<file path="src/rtl/blc_pkg.sv">
package blc_pkg;
  // Default geometry of the corrector
  localparam int unsigned DEF_NCH    = 3;
  localparam int unsigned DEF_PIX_W  = 12;
  localparam int unsigned DEF_DARK_N = 16;
endpackage

</file>
<file path="src/rtl/blc_line_ctl.sv">
// Line sequencing: counts shielded samples, issues accumulate and commit
// strobes, tracks the short-run error.
module blc_line_ctl #(
  parameter int unsigned DARK_N = blc_pkg::DEF_DARK_N
) (
  input  logic clk,
  input  logic rst_n,
  input  logic line_start,
  input  logic dark_en,
  input  logic act_en,
  output logic acc_clr,
  output logic acc_en,
  output logic commit,
  output logic short_err
);
  localparam int unsigned CNT_W = $clog2(DARK_N + 1);
  localparam logic [CNT_W-1:0] FULL = CNT_W'(DARK_N);
  localparam logic [CNT_W-1:0] LAST = CNT_W'(DARK_N - 1);

  logic [CNT_W-1:0] cnt_q, cnt_d, cnt_base;
  logic             err_q, err_d;

  always_comb begin
    cnt_base = line_start ? '0 : cnt_q;
    acc_clr  = line_start;
    acc_en   = dark_en && (cnt_base < FULL);
    commit   = acc_en && (cnt_base == LAST);
    cnt_d    = acc_en ? cnt_base + 1'b1 : cnt_base;
    err_d    = (line_start ? 1'b0 : err_q) | (act_en && (cnt_base != FULL));
  end

  always_ff @(posedge clk or negedge rst_n) begin
    if (!rst_n) begin
      cnt_q <= '0;
      err_q <= 1'b0;
    end else begin
      cnt_q <= cnt_d;
      err_q <= err_d;
    end
  end

  assign short_err = err_q;
endmodule

</file>
<file path="src/rtl/blc_dark_avg.sv">
// One channel: sums shielded samples and latches the average on commit.
module blc_dark_avg #(
  parameter int unsigned PIX_W  = blc_pkg::DEF_PIX_W,
  parameter int unsigned DARK_N = blc_pkg::DEF_DARK_N
) (
  input  logic             clk,
  input  logic             rst_n,
  input  logic             acc_clr,
  input  logic             acc_en,
  input  logic             commit,
  input  logic [PIX_W-1:0] pix,
  output logic [PIX_W-1:0] black
);
  localparam int unsigned SHIFT = $clog2(DARK_N);
  localparam int unsigned ACC_W = PIX_W + SHIFT;

  logic [ACC_W-1:0] acc_q, acc_d, acc_base, acc_sum;
  logic [PIX_W-1:0] blk_q, blk_d;

  always_comb begin
    acc_base = acc_clr ? '0 : acc_q;
    acc_sum  = acc_base + {{SHIFT{1'b0}}, pix};
    acc_d    = acc_en ? acc_sum : acc_base;
    blk_d    = commit ? acc_sum[ACC_W-1:SHIFT] : blk_q;
  end

  always_ff @(posedge clk or negedge rst_n) begin
    if (!rst_n) begin
      acc_q <= '0;
      blk_q <= '0;
    end else begin
      acc_q <= acc_d;
      blk_q <= blk_d;
    end
  end

  assign black = blk_q;
endmodule

</file>
<file path="src/rtl/blc_sub_clamp.sv">
// One channel: subtracts the black level with a floor at zero.
module blc_sub_clamp #(
  parameter int unsigned PIX_W = blc_pkg::DEF_PIX_W
) (
  input  logic             clk,
  input  logic             rst_n,
  input  logic             en,
  input  logic [PIX_W-1:0] pix,
  input  logic [PIX_W-1:0] black,
  output logic [PIX_W-1:0] corr
);
  logic [PIX_W-1:0] corr_q, corr_d;

  always_comb begin
    corr_d = corr_q;
    if (en) corr_d = (pix >= black) ? (pix - black) : '0;
  end

  always_ff @(posedge clk or negedge rst_n) begin
    if (!rst_n) corr_q <= '0;
    else        corr_q <= corr_d;
  end

  assign corr = corr_q;
endmodule

</file>
<file path="src/rtl/black_level_corrector.sv">
module black_level_corrector #(
  parameter int unsigned NCH    = blc_pkg::DEF_NCH,
  parameter int unsigned PIX_W  = blc_pkg::DEF_PIX_W,
  parameter int unsigned DARK_N = blc_pkg::DEF_DARK_N
) (
  input  logic                 clk,
  input  logic                 rst_n,
  input  logic                 line_start,
  input  logic                 dark_en,
  input  logic                 act_en,
  input  logic [NCH*PIX_W-1:0] pix_in,
  output logic [NCH*PIX_W-1:0] pix_out,
  output logic                 out_valid,
  output logic                 short_err
);
  localparam int unsigned BUS_W = NCH * PIX_W;

  logic [1:0]       rst_sync_q;
  logic             rst_n_s;
  logic             acc_clr, acc_en, commit;
  logic             vld_q, vld_d;
  logic [BUS_W-1:0] black_bus;

  // Asynchronous assert, synchronous release
  always_ff @(posedge clk or negedge rst_n) begin
    if (!rst_n) rst_sync_q <= 2'b00;
    else        rst_sync_q <= {rst_sync_q[0], 1'b1};
  end
  assign rst_n_s = rst_sync_q[1];

  blc_line_ctl #(.DARK_N(DARK_N)) u_ctl (
    .clk(clk), .rst_n(rst_n_s), .line_start(line_start), .dark_en(dark_en),
    .act_en(act_en), .acc_clr(acc_clr), .acc_en(acc_en), .commit(commit),
    .short_err(short_err)
  );

  for (genvar c = 0; c < NCH; c++) begin : g_ch
    blc_dark_avg #(.PIX_W(PIX_W), .DARK_N(DARK_N)) u_avg (
      .clk(clk), .rst_n(rst_n_s), .acc_clr(acc_clr), .acc_en(acc_en),
      .commit(commit), .pix(pix_in[c*PIX_W +: PIX_W]),
      .black(black_bus[c*PIX_W +: PIX_W])
    );
    blc_sub_clamp #(.PIX_W(PIX_W)) u_sub (
      .clk(clk), .rst_n(rst_n_s), .en(act_en),
      .pix(pix_in[c*PIX_W +: PIX_W]), .black(black_bus[c*PIX_W +: PIX_W]),
      .corr(pix_out[c*PIX_W +: PIX_W])
    );
  end

  always_comb vld_d = act_en;

  always_ff @(posedge clk or negedge rst_n_s) begin
    if (!rst_n_s) vld_q <= 1'b0;
    else          vld_q <= vld_d;
  end
  assign out_valid = vld_q;
endmodule

</file>
<file path="config.mk">
export PLATFORM = sky130hd
export DESIGN_NAME = black_level_corrector
export DESIGN_NICKNAME = d
export VERILOG_FILES = /design/src/rtl/blc_pkg.sv /design/src/rtl/blc_line_ctl.sv /design/src/rtl/blc_dark_avg.sv /design/src/rtl/blc_sub_clamp.sv /design/src/rtl/black_level_corrector.sv
export SDC_FILE = /design/constraint.sdc
export NUM_CORES = 1
export LEC_CHECK = 0
export ABC_AREA = 1
export BUFFER_PORTS_ARGS = -buffer_cell sky130_fd_sc_hd__buf_2
export CAP_MARGIN = 5
export CORE_ASPECT_RATIO = 0.7
export CORE_MARGIN = 2
export CORE_UTILIZATION = 67
export CTS_CLUSTER_DIAMETER = 150
export DETAILED_ROUTE_END_ITERATION = 10
export PLACE_DENSITY_LB_ADDON = 0.05
export SLEW_MARGIN = 20
export SYNTH_ARGS = -nofsm -noshare
export SYNTH_HDL_FRONTEND = slang
export SYNTH_HIERARCHICAL = 1
export SYNTH_SLANG_ARGS = --single-unit
</file>
<file path="constraint.sdc">
create_clock -name clk -period 5.94 [get_ports clk]
set_input_delay 0.594 -clock clk [delete_from_list [all_inputs] [get_ports clk]]
set_output_delay 0.594 -clock clk [all_outputs]
set_load 0.02 [all_outputs]
</file>
-- Yosys cells after proc, flatten, opt, wreduce, memory -nomap -nowiden
Cells that the tools add are included.
- bits in registers: 129
- bits in latches: 0
- memory bits (writable): 0
- memory bits (read-only): 0
- input port bits: 41
- output and inout bits: 38
- memories kept: 0
- $add $sub $neg: 7
- multiply operators: 0
- div/mod/pow operators: 0
- order comparisons: 4
- equal/unequal tests: 2
- shift operators: 0
- mux-type cells: 12
- bitwise logic cells: 1
- reduce and logical (&&, ||, !) cells: 3
- operator list (operator ; count):
    16-bit two-way mux ; 6
    16-bit by 12-bit adder with 16-bit output ; 3
    12-bit >= comparator ; 3
    12-bit two-way mux ; 3
    12-bit subtractor ; 3
    5-bit two-way mux ; 2
    5-bit by 1-bit adder with 5-bit output, second input constant ; 1
    5-bit by 4-bit equality test with 1-bit output, second input constant ; 1
    5-bit less-than comparator, second input constant ; 1
    5-bit != test, second input constant ; 1
    1-bit logical AND ; 3
    1-bit two-way mux ; 1
    1-bit OR ; 1

-- Longest topological paths before layout
- word-level depth: 4
- depth in mapped cells: 14
- gate-level depth less buffers: 13

-- Cells and area by module
Netlist, hierarchy kept.
- modules (own cells, without submodules) (module ; instances ; cells an instance ; area an instance (sq um) ; sequential area each (sq um)):
    blc_dark_avg ; 3 ; 312 ; 2060.7 ; 700.7
    blc_sub_clamp at g_ch[1].u_sub ... ; 2 ; 197 ; 1292.5 ; 300.3
    blc_sub_clamp at g_ch[0].u_sub ; 1 ; 197 ; 1249.9 ; 300.3
    blc_line_ctl ; 1 ; 45 ; 369.1 ; 150.1
    black_level_corrector ; 1 ; 4 ; 78.8 ; 75.1

-- Worst setup path after synthesis
No wires, ideal clock.
- path type: input port to flip-flop
- start: input port line_start
- end: register g_ch[0].u_avg.acc_q[6]
- setup time: 0.123 ns
- data arrival time: 2.164 ns
- required time: 5.817 ns
- setup slack: 3.653 ns
- stages: 12
- cells stage by stage: buf_4 > buf_6 > nor2_1 > ha_1 > fa_1 > nand2_1 > nand3_1 > nand3_1 > nand2_1 > or2_1 > nand3_1 > o21ai_1
- longest elaborated chain between the ends: 4
- elaborated cells between the ends (all ways): 6
- those cells by class: add/sub (1); order compare (1); mux (3); reduce/logical (1)
- ends and longest elaborated chain (element ; line ; RTL):
    from (decl) ; black_level_corrector.sv:8 ; input logic line_start,
    branches (longest 3 deep; another with 16-bit by 12-bit adder with 16-bit output) ; -- ;
    16-bit two-way mux (*) ; blc_dark_avg.sv:23 ; acc_d = acc_en ? acc_sum : acc_base;
    named net g_ch[0].u_avg.acc_d[6] ; blc_dark_avg.sv:17 ; logic [ACC_W-1:0] acc_q, acc_d, acc_base, acc_sum;
    to (signal assigned) ; blc_dark_avg.sv:29 ; acc_q <= '0;
    to (signal assigned) ; blc_dark_avg.sv:32 ; acc_q <= acc_d;
    to (decl) ; blc_dark_avg.sv:17 ;
Mark *: on every way through the listed nets, which the timed path passes.
A chain may end at the register's enable or synchronous reset.

-- Worst setup path in the final report
- start: input port line_start
- end: register g_ch[2].u_avg.blk_q[0]
- longest elaborated chain between the ends: 4
- elaborated cells between the ends (all ways): 7
- those cells by class: add/sub (1); order compare (1); eq/ne (1); mux (2); reduce/logical (2)
- ends and longest elaborated chain (element ; line ; RTL):
    5-bit two-way mux (*) ; blc_line_ctl.sv:24 ; cnt_base = line_start ? '0 : cnt_q;
    5-bit less-than comparator ; blc_line_ctl.sv:26 ; acc_en = dark_en && (cnt_base < FULL);
    1-bit logical AND ; blc_line_ctl.sv:26 ;
    1-bit logical AND (*) ; blc_line_ctl.sv:27 ; commit = acc_en && (cnt_base == LAST);
    named net commit ; black_level_corrector.sv:20 ; logic acc_clr, acc_en, commit;
    to (signal assigned) ; blc_dark_avg.sv:33 ; blk_q <= blk_d;
    to (decl) ; blc_dark_avg.sv:18 ; logic [PIX_W-1:0] blk_q, blk_d;
The timed path passes the listed nets; every way through them passes the cells marked *.

==> results.json <==
{
  "status": "finished, final reports clean",
  "wl_met2_um": 11000,
  "p_per_area_nw_per_um2": 239.1,
  "timing.slew.headroom_pct": 27.01,
  "yosysTopAreaCell": "dfrtp_1",
  "min_from": "rst_sync_q[0]$_DFF_PN0_",
  "crit_slowest_cell": "nor2_2",
  "crit_start": "line_start",
  "antenna_found_initial": 0,
  "criticalPathCategory": "in2reg",
  "switching_share_pct": 33.27,
  "drt-pass1-iter-count": 7,
  "fmax_ghz": 0.3332,
  "syn_area_per_cell_um2": 6.640,
  "ys_async_sr_fraction_pct": 100.0,
  "die_w_um": 153.4,
  "synth_edf_count": 0,
  "clkPwrFrac_pct": 37.4,
  "core-area_um2": 15400,
  "htree_levels": 4,
  "drive_above_1_share_pct": 14.20,
  "pwr-share-comb_pct": 26.6,
  "grt_overflow": 0,
  "seq_area_frac_synth_pct": 30.85,
  "finClkSkew_ns": 0.008085,
  "crit_chain": "buf_2 > buf_4 > inv_4 > nand2_2 > inv_1 > ha_1 > nand2_1 > nor2_1 > ha_1 > inv_1 > nor2_2 > buf_4 > inv_1 > nand2_1 > o21ai_0",
  "internal_power_mw": 1.850,
  "wl_um": 26250,
  "drtAntennaViolNets": 0,
  "path_delay_family": "buffers and inverters",
  "maxSlewViolCount": 0,
  "diodes": 0,
  "final_cell_mix": "nand2_1, inv_1, nand3_1",
  "fin_nets": 1778,
  "route.detailed.drc": 0,
  "synth_area_um2": 10470,
  "drt_iter0_markers": 866,
  "reg2reg_from": "u_ctl/cnt_q[0]$_DFF_PN0_",
  "synthFlopType": "dfrtp_1",
  "cap_violations": 0,
  "routed.top_layer": "met4",
  "hold_violations": 0,
  "clockBufferDepth": 2,
  "io_pins": 79,
  "grt_first_pass_wirelength_um": 43860,
  "synth-seq-cells": 129,
  "syn_inst": 1576,
  "met1Wirelength_um": 12770,
  "fin_setup_tns_ns": 0,
  "root_buffer": "clkbuf_16",
  "p_leak_nw": 6.764,
  "wl_met3_um": 2134,
  "cts_resized": 0,
  "p_switching_mw": 0.9226,
  "grt_max_degree": 74,
  "final_cell_area_um2": 11590,
  "period_minus_slack_ns": 3.002,
  "setup-violations-final": 0,
  "grt_setup_unrepaired": "no",
  "critPathMaxFanout": 35,
  "period_share_pct": 50.53,
  "clk_pin_slew_worst_paths_ns": 0.06,
  "cts_tree": "done",
  "synth.top_cell.area_share_pct": 30.85,
  "final_common_cell": "nand2_1",
  "crit_arrival_ns": 3.30,
  "post_drt_wl_per_cell_um": 14.04,
  "worst-endpoint-required_ns": 6.24,
  "cts_sinks": 129,
  "cp-end-kind": "register",
  "finalPower_mw": 2.773,
  "clkLatencyLatePin_ns": 0.43,
  "slowest_delay_ns": 0.57,
  "grt_pass1_vias": 9193,
  "viasPerCell": 5.323,
  "synth_nets": 1698,
  "synth.distinct_cells": 39,
  "port_buffers": 78,
  "min_path_type": "reg2reg",
  "yosys_warnings": 6,
  "place_area_um2": 11000,
  "critPathBufInv": 7,
  "grtUsageTotal_pct": 32.92,
  "peakVddDrop_uv": 196.8,
  "vias": 9949,
  "numCtsBuffers": 17,
  "crit_path_start_kind": "input port",
  "seq_power_share_pct": 36.1,
  "worst_pin_slew_ns": 1.092,
  "dieArea_um2": 16650,
  "syn_to_final_growth_pct": 10.80,
  "synthTopCellsByArea": "dfrtp_1, nand2_1, inv_1",
  "dp_hpwl_um": 20340,
  "crit_path_frequent_cell": "inv_1",
  "start_util_pct": 67.93,
  "row_count": 38,
  "gp_congestion": 0.9356,
  "dieHeight_um": 108.6
}
==> registers in the layout (all words and copies together) (netlist names) <==
register          cells
g_ch.u_avg/acc_q     48
g_ch.u_avg/black     36
g_ch.u_sub/corr      36
out_valid             1
rst_sync_q            2
u_ctl/cnt_q           5
u_ctl/short_err       1
==> logic make-up (layout without fill, tap and decap cells) <==
group	after synthesis	in the layout	synth area share, %
and+or+nand+nor	934	934	39.53
buffers and inverters	318	411	11.99
DFF	129	129	30.85
AOI/OAI and AO/OA	85	85	5.141
adders and majority gates	81	81	10.11
xor gates and xnor gates	28	28	2.343
other	1	1	0.03583
==> area by class of cell <==
class	count	area (um2)
Clock inverter	9	106.4
Multi-Input combinational cell	1129	5984
Fill cell	1258	3810
Clock buffer	23	478.0
Inverter	296	1114
Sequential cell	129	3232
Timing Repair Buffer	83	430.4
Tap cell	200	250.2
==> power by group through the flow <==
stage          logic, mW  clock network [mW]  registers (mW)
3_5_place_dp       0.718                   0            1.02
2_1_floorplan      0.494                   0            1.05
6_report           0.736                1.04            1.00
5_1_grt            0.829                1.09            1.01
4_1_cts            0.726                1.04            1.00
3_3_place_gp       0.706                   0            1.01
==> cell usage after synthesis (2+ instances only) <==
| cell type | n |
|---|---|
| nand2_1 | 607 |
| inv_1 | 273 |
| nand3_1 | 130 |
| dfrtp_1 | 129 |
| nor2_1 | 82 |
| ha_1 | 75 |
| nand2_2 | 30 |
| a21oi_1 | 27 |
| o21ai_0 | 21 |
| o21ai_2 | 21 |
| inv_2 | 19 |
| nand4_1 | 18 |
| xnor2_1 | 18 |
| nand3_2 | 17 |
| nor2_2 | 11 |
| xor2_1 | 10 |
| buf_2 | 9 |
| nor2_4 | 7 |
| fa_1 | 6 |
| nand3b_1 | 6 |
| o21ai_1 | 6 |
| or2_1 | 6 |
| nand2_4 | 5 |
| buf_4 | 4 |
| clkbuf_1 | 4 |
| a21oi_2 | 3 |
| a31oi_1 | 3 |
| and2_1 | 3 |
| buf_6 | 3 |
| clkinv_1 | 3 |
| nor2_8 | 3 |
| nor3_1 | 3 |
| nor3_2 | 3 |
| o21bai_1 | 3 |
| or2_2 | 3 |
| dlygate4sd1_1 | 2 |
==> final timing paths <==
kind                                                 endpoint  slack (ns)  cells after the start
setup reg to reg           g_ch[2].u_avg/black[0]$_DFFE_PN0P_        3.34                     12
setup / recovery           g_ch[2].u_avg/black[0]$_DFFE_PN0P_        2.94                     15
hold / removal                        rst_sync_q[1]$_DFF_PN0_        0.35                      0
min in group asynchronous   g_ch[2].u_avg/acc_q[11]$_DFF_PN0_        0.49                      0
max in group asynchronous   g_ch[2].u_sub/corr[3]$_DFFE_PN0P_        4.19                      1
hold reg to reg                       rst_sync_q[1]$_DFF_PN0_        0.35                      0
==> worst register-to-register path, delay by kind of cell (launching register included) <==
family	cells	cell delay (ns)
compound gates	1	0.07
fa+ha+maj	2	0.32
buf+inv	4	0.77
flops	1	0.35
simple gates	5	0.95
==> repair_timing <==
| action | in CTS | in global routing |
|---|---|---|
| endpoints found under the hold margin | 2 | 0 |
| buffers inserted | 0 | 0 |
| hold buffers | 1 | 0 |
==> metal layers <==
layer | GRT usage [%] | up-vias
met3 | 7.134 | 34
met4 | 8.191 | 0
met1 | 48.94 | 4535
met2 | 49.08 | 381
met5 | 0 | -
li1 | - | 4999
==> metrics by stage <==
step	hold slack [ns]	std cells	util, %	setup slack [ns]
6_report	0.3510	1869	75.27	2.938
3_3_place_gp	0.3348	1836	71.41	2.624
2_1_floorplan	0.2984	1576	-	2.080
3_5_place_dp	0.3412	1836	71.41	2.550
5_1_grt	0.3566	1869	75.27	2.754
4_1_cts	0.3553	1869	75.27	2.994
No activity file was read; power rests on OpenSTA's default activity.
